===== src/rtl/mdma_pkg.sv =====
package mdma_pkg;

  typedef enum logic [1:0] {
    MODE_DEMAND = 2'd0,
    MODE_BURST  = 2'd1,
    MODE_STEP   = 2'd2,
    MODE_BLOCK  = 2'd3
  } xfer_mode_e;

  typedef enum logic [1:0] {
    AM_INC = 2'd0,
    AM_DEC = 2'd1,
    AM_FIX = 2'd2,
    AM_RSV = 2'd3
  } addr_mode_e;

  typedef enum logic [1:0] {
    TS_PIN    = 2'd0,
    TS_PERIPH = 2'd1,
    TS_SOFT   = 2'd2,
    TS_NONE   = 2'd3
  } trig_sel_e;

  typedef enum logic [1:0] {
    ENG_IDLE = 2'd0,
    ENG_RD   = 2'd1,
    ENG_WR   = 2'd2
  } eng_state_e;

  // bytes moved by one unit for a size code
  function automatic logic [2:0] unit_bytes(input logic [1:0] sz);
    case (sz)
      2'd0:    return 3'd1;
      2'd1:    return 3'd2;
      default: return 3'd4;
    endcase
  endfunction

endpackage


===== src/rtl/mdma_chan.sv =====
module mdma_chan
  import mdma_pkg::*;
#(
  parameter int AW = 32,
  parameter int CW = 16,
  parameter int BW = 8
) (
  input  logic          clk_i,
  input  logic          rst_ni,
  input  logic          load_i,
  input  logic [AW-1:0] src_i,
  input  logic [AW-1:0] dst_i,
  input  logic [CW-1:0] cnt_i,
  input  logic [BW-1:0] blk_i,
  input  logic [1:0]    mode_i,
  input  logic [1:0]    size_i,
  input  logic [1:0]    sam_i,
  input  logic [1:0]    dam_i,
  input  logic [1:0]    trig_i,
  input  logic          ie_i,
  input  logic          ext_i,
  input  logic          per_i,
  input  logic          sw_i,
  input  logic          unit_done_i,
  output logic          want_o,
  output logic          en_o,
  output logic          done_o,
  output logic          irq_o,
  output logic [AW-1:0] src_o,
  output logic [AW-1:0] dst_o,
  output logic [1:0]    size_o
);

  function automatic logic [AW-1:0] next_addr(input logic [AW-1:0] a,
                                              input addr_mode_e am,
                                              input logic [1:0] sz);
    logic [AW-1:0] delta;
    delta = AW'(unit_bytes(sz));
    case (am)
      AM_INC:  return a + delta;
      AM_DEC:  return a - delta;
      default: return a;
    endcase
  endfunction

  xfer_mode_e    mode_q;
  addr_mode_e    sam_q, dam_q;
  trig_sel_e     trig_q;
  logic [1:0]    size_q;
  logic [AW-1:0] src_q, dst_q;
  logic [CW-1:0] cnt_q;
  logic [BW-1:0] blk_len_q, blk_q;
  logic          en_q, done_q, ie_q, pend_q, sel_q;
  logic          sel_lvl, trig_edge, last_unit;

  always_comb begin
    case (trig_q)
      TS_PIN:    sel_lvl = ext_i;
      TS_PERIPH: sel_lvl = per_i;
      TS_SOFT:   sel_lvl = sw_i;
      default:   sel_lvl = 1'b0;
    endcase
  end

  assign trig_edge = sel_lvl & ~sel_q;
  assign last_unit = unit_done_i && (cnt_q == CW'(1));

  always_ff @(posedge clk_i or negedge rst_ni) begin
    if (!rst_ni) begin
      mode_q    <= MODE_DEMAND;
      sam_q     <= AM_INC;
      dam_q     <= AM_INC;
      trig_q    <= TS_NONE;
      size_q    <= '0;
      src_q     <= '0;
      dst_q     <= '0;
      cnt_q     <= '0;
      blk_len_q <= '0;
      blk_q     <= '0;
      en_q      <= 1'b0;
      done_q    <= 1'b0;
      ie_q      <= 1'b0;
      pend_q    <= 1'b0;
      sel_q     <= 1'b0;
    end else begin
      sel_q <= sel_lvl;
      if (load_i) begin
        mode_q    <= xfer_mode_e'(mode_i);
        sam_q     <= addr_mode_e'(sam_i);
        dam_q     <= addr_mode_e'(dam_i);
        trig_q    <= trig_sel_e'(trig_i);
        size_q    <= size_i;
        src_q     <= src_i;
        dst_q     <= dst_i;
        cnt_q     <= cnt_i;
        blk_len_q <= blk_i;
        blk_q     <= '0;
        ie_q      <= ie_i;
        en_q      <= (cnt_i != '0);
        done_q    <= 1'b0;
        pend_q    <= 1'b0;
      end else if (unit_done_i) begin
        src_q <= next_addr(src_q, sam_q, size_q);
        dst_q <= next_addr(dst_q, dam_q, size_q);
        cnt_q <= cnt_q - CW'(1);
        if (last_unit) begin
          en_q   <= 1'b0;
          done_q <= 1'b1;
          pend_q <= 1'b0;
        end else begin
          case (mode_q)
            MODE_STEP: pend_q <= 1'b0;
            MODE_BLOCK: begin
              blk_q <= blk_q - BW'(1);
              if (blk_q == BW'(1)) pend_q <= 1'b0;
            end
            default: ;
          endcase
        end
      end else if (trig_edge && en_q && !pend_q && (mode_q != MODE_DEMAND)) begin
        pend_q <= 1'b1;
        blk_q  <= blk_len_q;
      end
    end
  end

  assign want_o = en_q & ((mode_q == MODE_DEMAND) ? sel_lvl : pend_q);
  assign en_o   = en_q;
  assign done_o = done_q;
  assign irq_o  = done_q & ie_q;
  assign src_o  = src_q;
  assign dst_o  = dst_q;
  assign size_o = size_q;

endmodule


===== src/rtl/mdma_arb.sv =====
module mdma_arb #(
  parameter int NCH = 5
) (
  input  logic [NCH-1:0] want_i,
  output logic [NCH-1:0] pick_o
);

  always_comb begin
    logic found;
    found  = 1'b0;
    pick_o = '0;
    for (int i = 0; i < NCH; i++) begin
      if (want_i[i] && !found) begin
        pick_o[i] = 1'b1;
        found     = 1'b1;
      end
    end
  end

endmodule


===== src/rtl/mdma_engine.sv =====
module mdma_engine
  import mdma_pkg::*;
#(
  parameter int NCH = 5,
  parameter int AW  = 32,
  parameter int DW  = 32
) (
  input  logic                    clk_i,
  input  logic                    rst_ni,
  input  logic [NCH-1:0]          pick_i,
  input  logic [NCH-1:0][AW-1:0]  src_i,
  input  logic [NCH-1:0][AW-1:0]  dst_i,
  input  logic [NCH-1:0][1:0]     size_i,
  input  logic                    mem_ack_i,
  input  logic [DW-1:0]           mem_rdata_i,
  output logic                    mem_req_o,
  output logic                    mem_we_o,
  output logic [AW-1:0]           mem_addr_o,
  output logic [1:0]              mem_size_o,
  output logic [DW-1:0]           mem_wdata_o,
  output logic [NCH-1:0]          gnt_o,
  output logic                    unit_done_o
);

  eng_state_e     st_q;
  logic [NCH-1:0] gnt_q;
  logic [DW-1:0]  data_q;
  logic [AW-1:0]  src_m, dst_m;
  logic [1:0]     size_m;

  always_comb begin
    src_m  = '0;
    dst_m  = '0;
    size_m = '0;
    for (int i = 0; i < NCH; i++) begin
      if (gnt_q[i]) begin
        src_m  = src_i[i];
        dst_m  = dst_i[i];
        size_m = size_i[i];
      end
    end
  end

  always_ff @(posedge clk_i or negedge rst_ni) begin
    if (!rst_ni) begin
      st_q   <= ENG_IDLE;
      gnt_q  <= '0;
      data_q <= '0;
    end else begin
      case (st_q)
        ENG_IDLE: if (pick_i != '0) begin
          gnt_q <= pick_i;
          st_q  <= ENG_RD;
        end
        ENG_RD: if (mem_ack_i) begin
          data_q <= mem_rdata_i;
          st_q   <= ENG_WR;
        end
        ENG_WR: if (mem_ack_i) begin
          gnt_q <= '0;
          st_q  <= ENG_IDLE;
        end
        default: st_q <= ENG_IDLE;
      endcase
    end
  end

  assign mem_req_o   = (st_q == ENG_RD) || (st_q == ENG_WR);
  assign mem_we_o    = (st_q == ENG_WR);
  assign mem_addr_o  = (st_q == ENG_WR) ? dst_m : src_m;
  assign mem_size_o  = size_m;
  assign mem_wdata_o = data_q;
  assign gnt_o       = gnt_q;
  assign unit_done_o = (st_q == ENG_WR) && mem_ack_i;

endmodule


===== src/rtl/mdma_top.sv =====
module mdma_top
  import mdma_pkg::*;
#(
  parameter int NCH = 5,
  parameter int AW  = 32,
  parameter int DW  = 32,
  parameter int CW  = 16,
  parameter int BW  = 8
) (
  input  logic                   clk_i,
  input  logic                   rst_ni,
  input  logic [NCH-1:0]         cfg_load_i,
  input  logic [NCH-1:0][AW-1:0] cfg_src_i,
  input  logic [NCH-1:0][AW-1:0] cfg_dst_i,
  input  logic [NCH-1:0][CW-1:0] cfg_cnt_i,
  input  logic [NCH-1:0][BW-1:0] cfg_blk_i,
  input  logic [NCH-1:0][1:0]    cfg_mode_i,
  input  logic [NCH-1:0][1:0]    cfg_size_i,
  input  logic [NCH-1:0][1:0]    cfg_sam_i,
  input  logic [NCH-1:0][1:0]    cfg_dam_i,
  input  logic [NCH-1:0][1:0]    cfg_trig_i,
  input  logic [NCH-1:0]         cfg_ie_i,
  input  logic [NCH-1:0]         ext_req_i,
  input  logic [NCH-1:0]         per_req_i,
  input  logic [NCH-1:0]         sw_start_i,
  output logic                   mem_req_o,
  output logic                   mem_we_o,
  output logic [AW-1:0]          mem_addr_o,
  output logic [1:0]             mem_size_o,
  output logic [DW-1:0]          mem_wdata_o,
  input  logic [DW-1:0]          mem_rdata_i,
  input  logic                   mem_ack_i,
  output logic [NCH-1:0]         gnt_o,
  output logic [NCH-1:0]         en_o,
  output logic [NCH-1:0]         done_o,
  output logic [NCH-1:0]         irq_o
);

  logic [NCH-1:0]         want_w;
  logic [NCH-1:0]         pick_w;
  logic [NCH-1:0]         gnt_w;
  logic [NCH-1:0]         chan_done_unit_w;
  logic [NCH-1:0][AW-1:0] src_w, dst_w;
  logic [NCH-1:0][1:0]    size_w;
  logic                   unit_done_w;

  assign chan_done_unit_w = gnt_w & {NCH{unit_done_w}};

  for (genvar g = 0; g < NCH; g++) begin : g_chan
    mdma_chan #(.AW(AW), .CW(CW), .BW(BW)) u_chan (
      .clk_i       (clk_i),
      .rst_ni      (rst_ni),
      .load_i      (cfg_load_i[g]),
      .src_i       (cfg_src_i[g]),
      .dst_i       (cfg_dst_i[g]),
      .cnt_i       (cfg_cnt_i[g]),
      .blk_i       (cfg_blk_i[g]),
      .mode_i      (cfg_mode_i[g]),
      .size_i      (cfg_size_i[g]),
      .sam_i       (cfg_sam_i[g]),
      .dam_i       (cfg_dam_i[g]),
      .trig_i      (cfg_trig_i[g]),
      .ie_i        (cfg_ie_i[g]),
      .ext_i       (ext_req_i[g]),
      .per_i       (per_req_i[g]),
      .sw_i        (sw_start_i[g]),
      .unit_done_i (chan_done_unit_w[g]),
      .want_o      (want_w[g]),
      .en_o        (en_o[g]),
      .done_o      (done_o[g]),
      .irq_o       (irq_o[g]),
      .src_o       (src_w[g]),
      .dst_o       (dst_w[g]),
      .size_o      (size_w[g])
    );
  end

  mdma_arb #(.NCH(NCH)) u_arb (
    .want_i (want_w),
    .pick_o (pick_w)
  );

  mdma_engine #(.NCH(NCH), .AW(AW), .DW(DW)) u_eng (
    .clk_i       (clk_i),
    .rst_ni      (rst_ni),
    .pick_i      (pick_w),
    .src_i       (src_w),
    .dst_i       (dst_w),
    .size_i      (size_w),
    .mem_ack_i   (mem_ack_i),
    .mem_rdata_i (mem_rdata_i),
    .mem_req_o   (mem_req_o),
    .mem_we_o    (mem_we_o),
    .mem_addr_o  (mem_addr_o),
    .mem_size_o  (mem_size_o),
    .mem_wdata_o (mem_wdata_o),
    .gnt_o       (gnt_w),
    .unit_done_o (unit_done_w)
  );

  assign gnt_o = gnt_w;

endmodule


===== config.mk =====
export PLATFORM = sky130hd
export DESIGN_NAME = mdma_top
export DESIGN_NICKNAME = d
export VERILOG_FILES = /design/src/rtl/mdma_pkg.sv /design/src/rtl/mdma_chan.sv /design/src/rtl/mdma_arb.sv /design/src/rtl/mdma_engine.sv /design/src/rtl/mdma_top.sv
export SDC_FILE = /design/constraint.sdc
export NUM_CORES = 2
export LEC_CHECK = 0
export CAP_MARGIN = 10
export CORE_UTILIZATION = 60
export CTS_CLUSTER_DIAMETER = 100
export CTS_CLUSTER_SIZE = 20
export DETAILED_ROUTE_END_ITERATION = 16
export HOLD_SLACK_MARGIN = 0.08
export PLACE_DENSITY = 0.92
export SYNTH_ARGS = -nofsm -noshare
export SYNTH_HDL_FRONTEND = slang
export SYNTH_HIERARCHICAL = 1
export SYNTH_SLANG_ARGS = --single-unit

===== constraint.sdc =====
create_clock -name clk_i -period 5.61 [get_ports clk_i]
set_clock_uncertainty 0.2 [all_clocks]
set_input_delay 1.122 -clock clk_i [delete_from_list [all_inputs] [get_ports clk_i]]
set_output_delay 1.122 -clock clk_i [all_outputs]
set_load 0.005 [all_outputs]

**After elaboration in Yosys (flattened, before gate mapping)**

Cells that the tools add are included.

- Flip-flop bits (word level): 594
- Output and inout bits: 88

- $add $sub $neg: 30
- Eq/ne operators: 70
- Mux-type cells: 181
- Bitwise operators: 21
- Reduce and logical (&&, ||, !) cells: 126

Operators with widths:

| operator | number |
|---|---|
| 32-bit two-way mux | 31 |
| 32-bit one-hot mux with 2 select lines | 10 |
| 32-bit by 3-bit adder with 32-bit output | 10 |
| 32-bit by 3-bit subtractor with 32-bit output | 10 |
| 8-bit two-way mux | 25 |
| 16-bit two-way mux | 10 |
| 16-bit by 1-bit == test with 1-bit output, second input constant | 5 |
| 16-bit nonzero test | 5 |
| 16-bit by 1-bit subtractor with 16-bit output, second input constant | 5 |
| 1-bit two-way mux | 68 |
| 2-bit zero test | 26 |
| 3-bit nonzero test | 15 |
| 2-bit by 1-bit == test with 1-bit output, second input constant | 21 |
| 8-bit by 1-bit == test with 1-bit output, second input constant | 5 |
| 8-bit by 1-bit subtractor with 8-bit output, second input constant | 5 |
| 3-bit AND reduction | 12 |
| 2-bit == test, second input constant | 16 |
| 2-bit AND reduction | 16 |
| 2-bit nonzero test | 16 |
| 3-bit two-way mux | 10 |
| 3-bit one-hot mux with 2 select lines | 5 |
| 1-bit logical AND | 25 |
| 5-bit by 2-bit != test with 1-bit output, second input constant | 5 |
| 5-bit by 3-bit != test with 1-bit output, second input constant | 5 |
| 16 further kinds | 67 |

**Depth between registers and ports, before layout**

- Depth in word-level cells: 20
- Mapped depth: 15

**Cells and area by module**

The synthesis kept the hierarchy.

By module, submodules not included:

| module | instances | cells each | area each (um^2) | sequential area each (um^2) |
|---|---|---|---|---|
| mdma_chan at g_chan[1].u_chan ... | 2 | 1037 | 8629.5 | 2780.2 |
| mdma_chan at g_chan[3].u_chan | 1 | 1044 | 8803.4 | 2780.2 |
| mdma_chan at g_chan[4].u_chan | 1 | 1025 | 8494.4 | 2780.2 |
| mdma_chan at g_chan[0].u_chan | 1 | 1007 | 8381.8 | 2780.2 |
| mdma_engine | 1 | 542 | 4941.0 | 975.9 |
| mdma_arb | 1 | 6 | 55.1 | 0.0 |
| mdma_top | 1 | 5 | 31.3 | 0.0 |

**Least setup slack after synthesis**

Ideal clock, no wire load.

- Kind: register to register
- Start: register g_chan[0].u_chan.sam_q[1]
- End: register g_chan[0].u_chan.src_q[31]
- Arrival: 3.525 ns
- Slack: 1.816 ns
- Stages on the path, launching flop included: 13
- Buffers on the path: 0
- Path through: dfrtp_1 -> nand2b_1 -> inv_1 -> ha_1 -> a2111o_1 -> o211a_1 -> o31a_1 -> o41ai_4 -> nor2_2 -> a21o_1 -> a221o_1 -> o21bai_1 -> nand3_1

- Cells in the longest elaborated chain, start to end: 4
- Elaborated cells on any way between the ends: 7

Ends and longest elaborated chain:

| element | line | source |
|---|---|---|
| start: declaration | mdma_chan.sv:47 | `addr_mode_e sam_q, dam_q;` |
| start signal: assignment | mdma_chan.sv:89 | `sam_q <= addr_mode_e'(sam_i);` |
| 2-bit by 1-bit == test with 1-bit output / 2-bit zero test (equally long branches) | mdma_chan.sv:39 | `case (am)` |
| 32-bit one-hot mux with 2 select lines | mdma_chan.sv:39 |  |
| 32-bit two-way mux | mdma_chan.sv:102 | `end else if (unit_done_i) begin` |
| 32-bit two-way mux | mdma_chan.sv:87 | `if (load_i) begin` |
| end signal: assignment | mdma_chan.sv:93 | `src_q <= src_i;` |
| end signal: assignment | mdma_chan.sv:103 | `src_q <= next_addr(src_q, sam_q, size_q);` |
| end: declaration | mdma_chan.sv:50 | `logic [AW-1:0] src_q, dst_q;` |

Parallel ways exist; a longest one is shown, timed or not. The select of a mux whose other input is x is not followed.
A chain may end at the register's enable or synchronous reset.

**Worst setup path in the final report**

- Start: register u_eng.gnt_q[4] (netlist: u_eng/gnt_o[4])
- End: output port mem_addr_o[29]

- Cells in the longest elaborated chain, start to end: 2
- Elaborated cells on any way between the ends: 3

Ends and longest elaborated chain:

| element | line | source |
|---|---|---|
| start: declaration | mdma_engine.sv:26 | `logic [NCH-1:0] gnt_q;` |
| start signal: assignment | mdma_engine.sv:52 | `gnt_q <= pick_i;` |
| 32-bit two-way mux | mdma_engine.sv:36 | `if (gnt_q[i]) begin` |
| 32-bit two-way mux (*) | mdma_engine.sv:70 | `assign mem_addr_o = (st_q == ENG_WR) ? dst_m : src_m;` |
| end: declaration | mdma_top.sv:28 | `output logic [AW-1:0] mem_addr_o,` |

Every way passes the cells marked *; elsewhere a longest branch is shown, timed or not.

==> impl_results.md <==
* Status: completed
* DIE AREA at 0.0811 mm^2
* Max-Cap Viols at 0
* Global-route usage over all layers at 42.7%
* Crit path largest cell delay at 920 ps
* Maximum vdd drop at 293 uV
* R2R setup slack at 1110 ps
* Post_cts resized at 0
* Number of flops mapped to enable cells by yosys at 0
* Drt drc at 0
* Leakage at 24.0 nW
* Chip height at 285 um
* Sw Share at 43.3%
* FILL cells at 6203
* Count of cell types in the netlist at 118
* Total power at 18.8 mW
* P&R area growth vs syn at 17.0%
* Reg2reg end: g_chan[0].u_chan/src_o[31]$_DFFE_PN0P_
* Crit-path slowest cell: o32ai_1
* FMAX at 0.186 GHz
* Headroom to the max-slew limit at 23.1%
* Crit path cell chain: or3b_2 > buf_12 > nor2_1 > o32ai_1 > clkdlybuf4s50_1
* Post-Synthesis Cells at 5703
* Tmin final at 5370 ps
* DR iter-0 viols at 5619
* PortBufs at 637
* Vias per cell at 6.69
* Site Rows at 103
* Avg Inst Size Synth at 8.41 um^2
* CTS HTree Levels at 2
* Hold Crit Class: reg -> reg
* Layout Nets at 7007
* Hold_sp: g_chan[0].u_chan/blk_len_q[7]$_DFFE_PN0P_
* Initial antenna violation count at 27
* Clock sink count at 594
* Max Slew Vio Count at 0
* Cells after DPL at 7121
* CP max FO at 72
* Post-DP HPWL at 138 mm
* Fin. Hold Viols at 0
* Final core occ at 71.0%
* Worst-Margin Slew at 1150 ps
* Number of global-route vias before repair at 45600
* Startpoint Class: register
* Worst EP required at 4290 ps
* Gpl congestion at 1.12
* WHS at 306 ps
* Router iterations before antenna repair at 7
* First-pass GRT wire length at 268 mm
* Sequential element share of the synthesized area at 31.0%
* Setup TNS at 0 ps
* Fraction of layout cells with a size suffix above 1 at 7.65%
* WL final at 179 mm
* Clk slew on worst S/H paths at 80 ps
* Flops & latches, synth at 594
* Area of the multi-input gates at 0.0312 mm^2
* Most frequent cells in the layout: 646 x nand2_1, 631 x clkdlybuf4s50_1, 580 x dfrtp_1, 523 x o21ai_0, 517 x a21oi_1
* Delay-heaviest family, CP: buffers and inverters
* Starting density of the core at 60.7%
* Later-pin clock latency in the skew report at 610 ps
* Hold path depth at 1
* Post-CTS Setup Bufs at 0
* Clk buf depth at 3
* ANT nets after route at 0
* Reg power frac at 31.6%
* CTS tree: yes
* Int Pwr at 10.7 mW
* Worst reg-to-reg path cell count at 13
* RSZ-0062 raised after global routing: false
* Fin crit share at 95.8%
* Top_reg_cell synth: dfrtp_1
* Worst hold endpoint: g_chan[0].u_chan/blk_len_q[7]$_DFFE_PN0P_
* Final Setup Violations at 0
* Boundary Pins at 638
* TritonCTS buffer count at 38
* Critical path capture point type: primary output
* Synthesized cell area at 0.0480 mm^2
* Cell Count, Final, Fillers Out at 7210
* Largest net degree at the start of global routing at 120
* Syn Nets at 6598
* Seq. cell area at 0.0149 mm^2
* Reg2reg start: g_chan[0].u_chan/sam_q[1]$_DFFE_PN0P_
* Combinational share of power at 51.5%
* Pwr dens at 335 mW/mm^2
* CP Data Arrival Time at 4050 ps
* Die extent in x at 285 um
* Async set-or-reset flop fraction in the synthesized netlist at 100%
* Clock power frac at 16.8%
* Buffers & Inverters on Critical Path at 2
* Yosys warns at 6
* Commonest non-fill, non-tap cell in the layout: nand2_1
* Post-CTS Hold Buffers at 0
* Clock Tree Root: clkbuf_16
* Vias at 48200
* WL per Instance at 24.8 um
* Sw Pwr at 8.14 mW
* CORE AREA at 0.0790 mm^2
* Grt ovf at 0
* WS Path Type: reg -> out
## cell families (layout without fill, tap and decap cells)
group / Yosys count / after routing / share of synthesized area (%)
other: 0 / 19 / 0
AOI/OAI and AO/OA: 1952 / 1952 / 26.6
muxes: 213 / 213 / 4.85
xor gates and xnor gates: 319 / 319 / 5.82
and+or+nand+nor: 1802 / 1802 / 18.4
DFF: 594 / 594 / 31.0
adders and majority gates: 345 / 345 / 9.16
buffers and inverters: 478 / 916 / 4.09
## per-layer routing
layer  routed length [um]  up-vias  track usage (%)
met4                13500       14             28.1
li1                     -    21800                -
met2                76600     2660             63.7
met3                21400      648             12.3
met1                67300    23100             54.1
met5                   94        -                0
## registers in the layout, summed over array words and instances (netlist names)
signal                   cells
g_chan.u_chan/dst_o        160
g_chan.u_chan/src_o        160
g_chan.u_chan/cnt_q         80
g_chan.u_chan/blk_len_q     40
g_chan.u_chan/blk_q         40
u_eng/mem_wdata_o           32
g_chan.u_chan/dam_q         10
g_chan.u_chan/mode_q        10
g_chan.u_chan/sam_q         10
g_chan.u_chan/size_o        10
g_chan.u_chan/trig_q        10
g_chan.u_chan/done_o         5
g_chan.u_chan/en_o           5
g_chan.u_chan/ie_q           5
g_chan.u_chan/pend_q         5
g_chan.u_chan/sel_q          5
u_eng/gnt_o                  5
u_eng/st_q                   2
## metrics by stage
step	area (um^2)	worst slack [ps]
after floorplan	48000	1820
after global placement	54800	1100
after detailed placement	54800	973
after CTS	56100	529
after global routing	56100	161
final	56100	238
## layout make-up
class	instances	share of cell area, %
clock buffers	58	1.96
repair buffers	690	12.2
inverters	157	1.05
clock inverters	11	0.274
flip-flops and latches	594	26.5
diodes	19	0.0847
multi-input cells	4631	55.5
well taps	1050	2.34
## power groups by stage
stage                     Combinational, mW  Clock (mW)  Sequential [mW]
after floorplan                        6.04           0             5.36
after global placement                 9.10           0             5.90
after detailed placement               9.25           0             5.93
after CTS                              9.31        3.19             5.86
after global routing                   10.2        3.35             5.96
final                                  9.69        3.17             5.95
## worst max-delay path by stage
stage	from	to	slack (ps)	cells past startpoint
CTS	u_eng/gnt_o[4]$_DFFE_PN0P_	mem_addr_o[15]	530	5
global route	u_eng/gnt_o[4]$_DFFE_PN0P_	mem_addr_o[29]	160	5
detailed placement	mem_ack_i	g_chan[4].u_chan/blk_q[3]$_DFFE_PN0P_	970	11
floorplan	g_chan[0].u_chan/sam_q[1]$_DFFE_PN0P_	g_chan[0].u_chan/src_o[31]$_DFFE_PN0P_	1820	12
global placement	mem_ack_i	g_chan[2].u_chan/dst_o[25]$_DFFE_PN0P_	1100	6
finish	u_eng/gnt_o[4]$_DFFE_PN0P_	mem_addr_o[29]	240	5
## worst reg2reg max path, stage by stage, from the launching register on
cell	delay [ps]
dfrtp_1	410
nand2b_1	240
inv_1	860
ha_1	450
a2111oi_0	440
a21oi_1	100
o211a_1	170
o31a_1	300
o41ai_4	390
nor2_2	90
a21o_1	210
a221o_1	350
o21bai_1	160
nand3_1	90
## cell usage after synthesis, types with 16 or more instances
library cell,instances,area [um^2]
nand2_1,646,2420
dfrtp_1,584,14600
o21ai_0,523,2620
a21oi_1,517,2590
nor2_1,381,1430
ha_1,335,4190
clkbuf_1,232,871
xnor2_1,189,1660
inv_1,157,589
mux2_2,148,1670
a21o_1,139,1040
xor2_1,130,1140
nand2b_1,119,744
nor3_1,108,541
nand3_1,87,435
a211o_1,77,674
a221oi_1,70,613
o21a_1,70,526
mux2i_1,63,631
nand4_1,61,382
nor2b_1,58,363
or3b_2,58,508
nor4_1,57,357
and3_1,56,350
o2111ai_1,54,473
o21bai_1,48,360
a31oi_1,46,288
o22ai_1,42,263
o21ai_1,40,200
buf_1,37,139
nor3b_1,36,270
a211oi_1,34,255
and2_1,32,200
buf_2,32,160
o211ai_1,32,240
o221ai_1,25,219
o31ai_1,20,150
a21oi_2,16,140
a31o_2,16,140
or3_1,16,100
(Power assumes the default switching activity.)
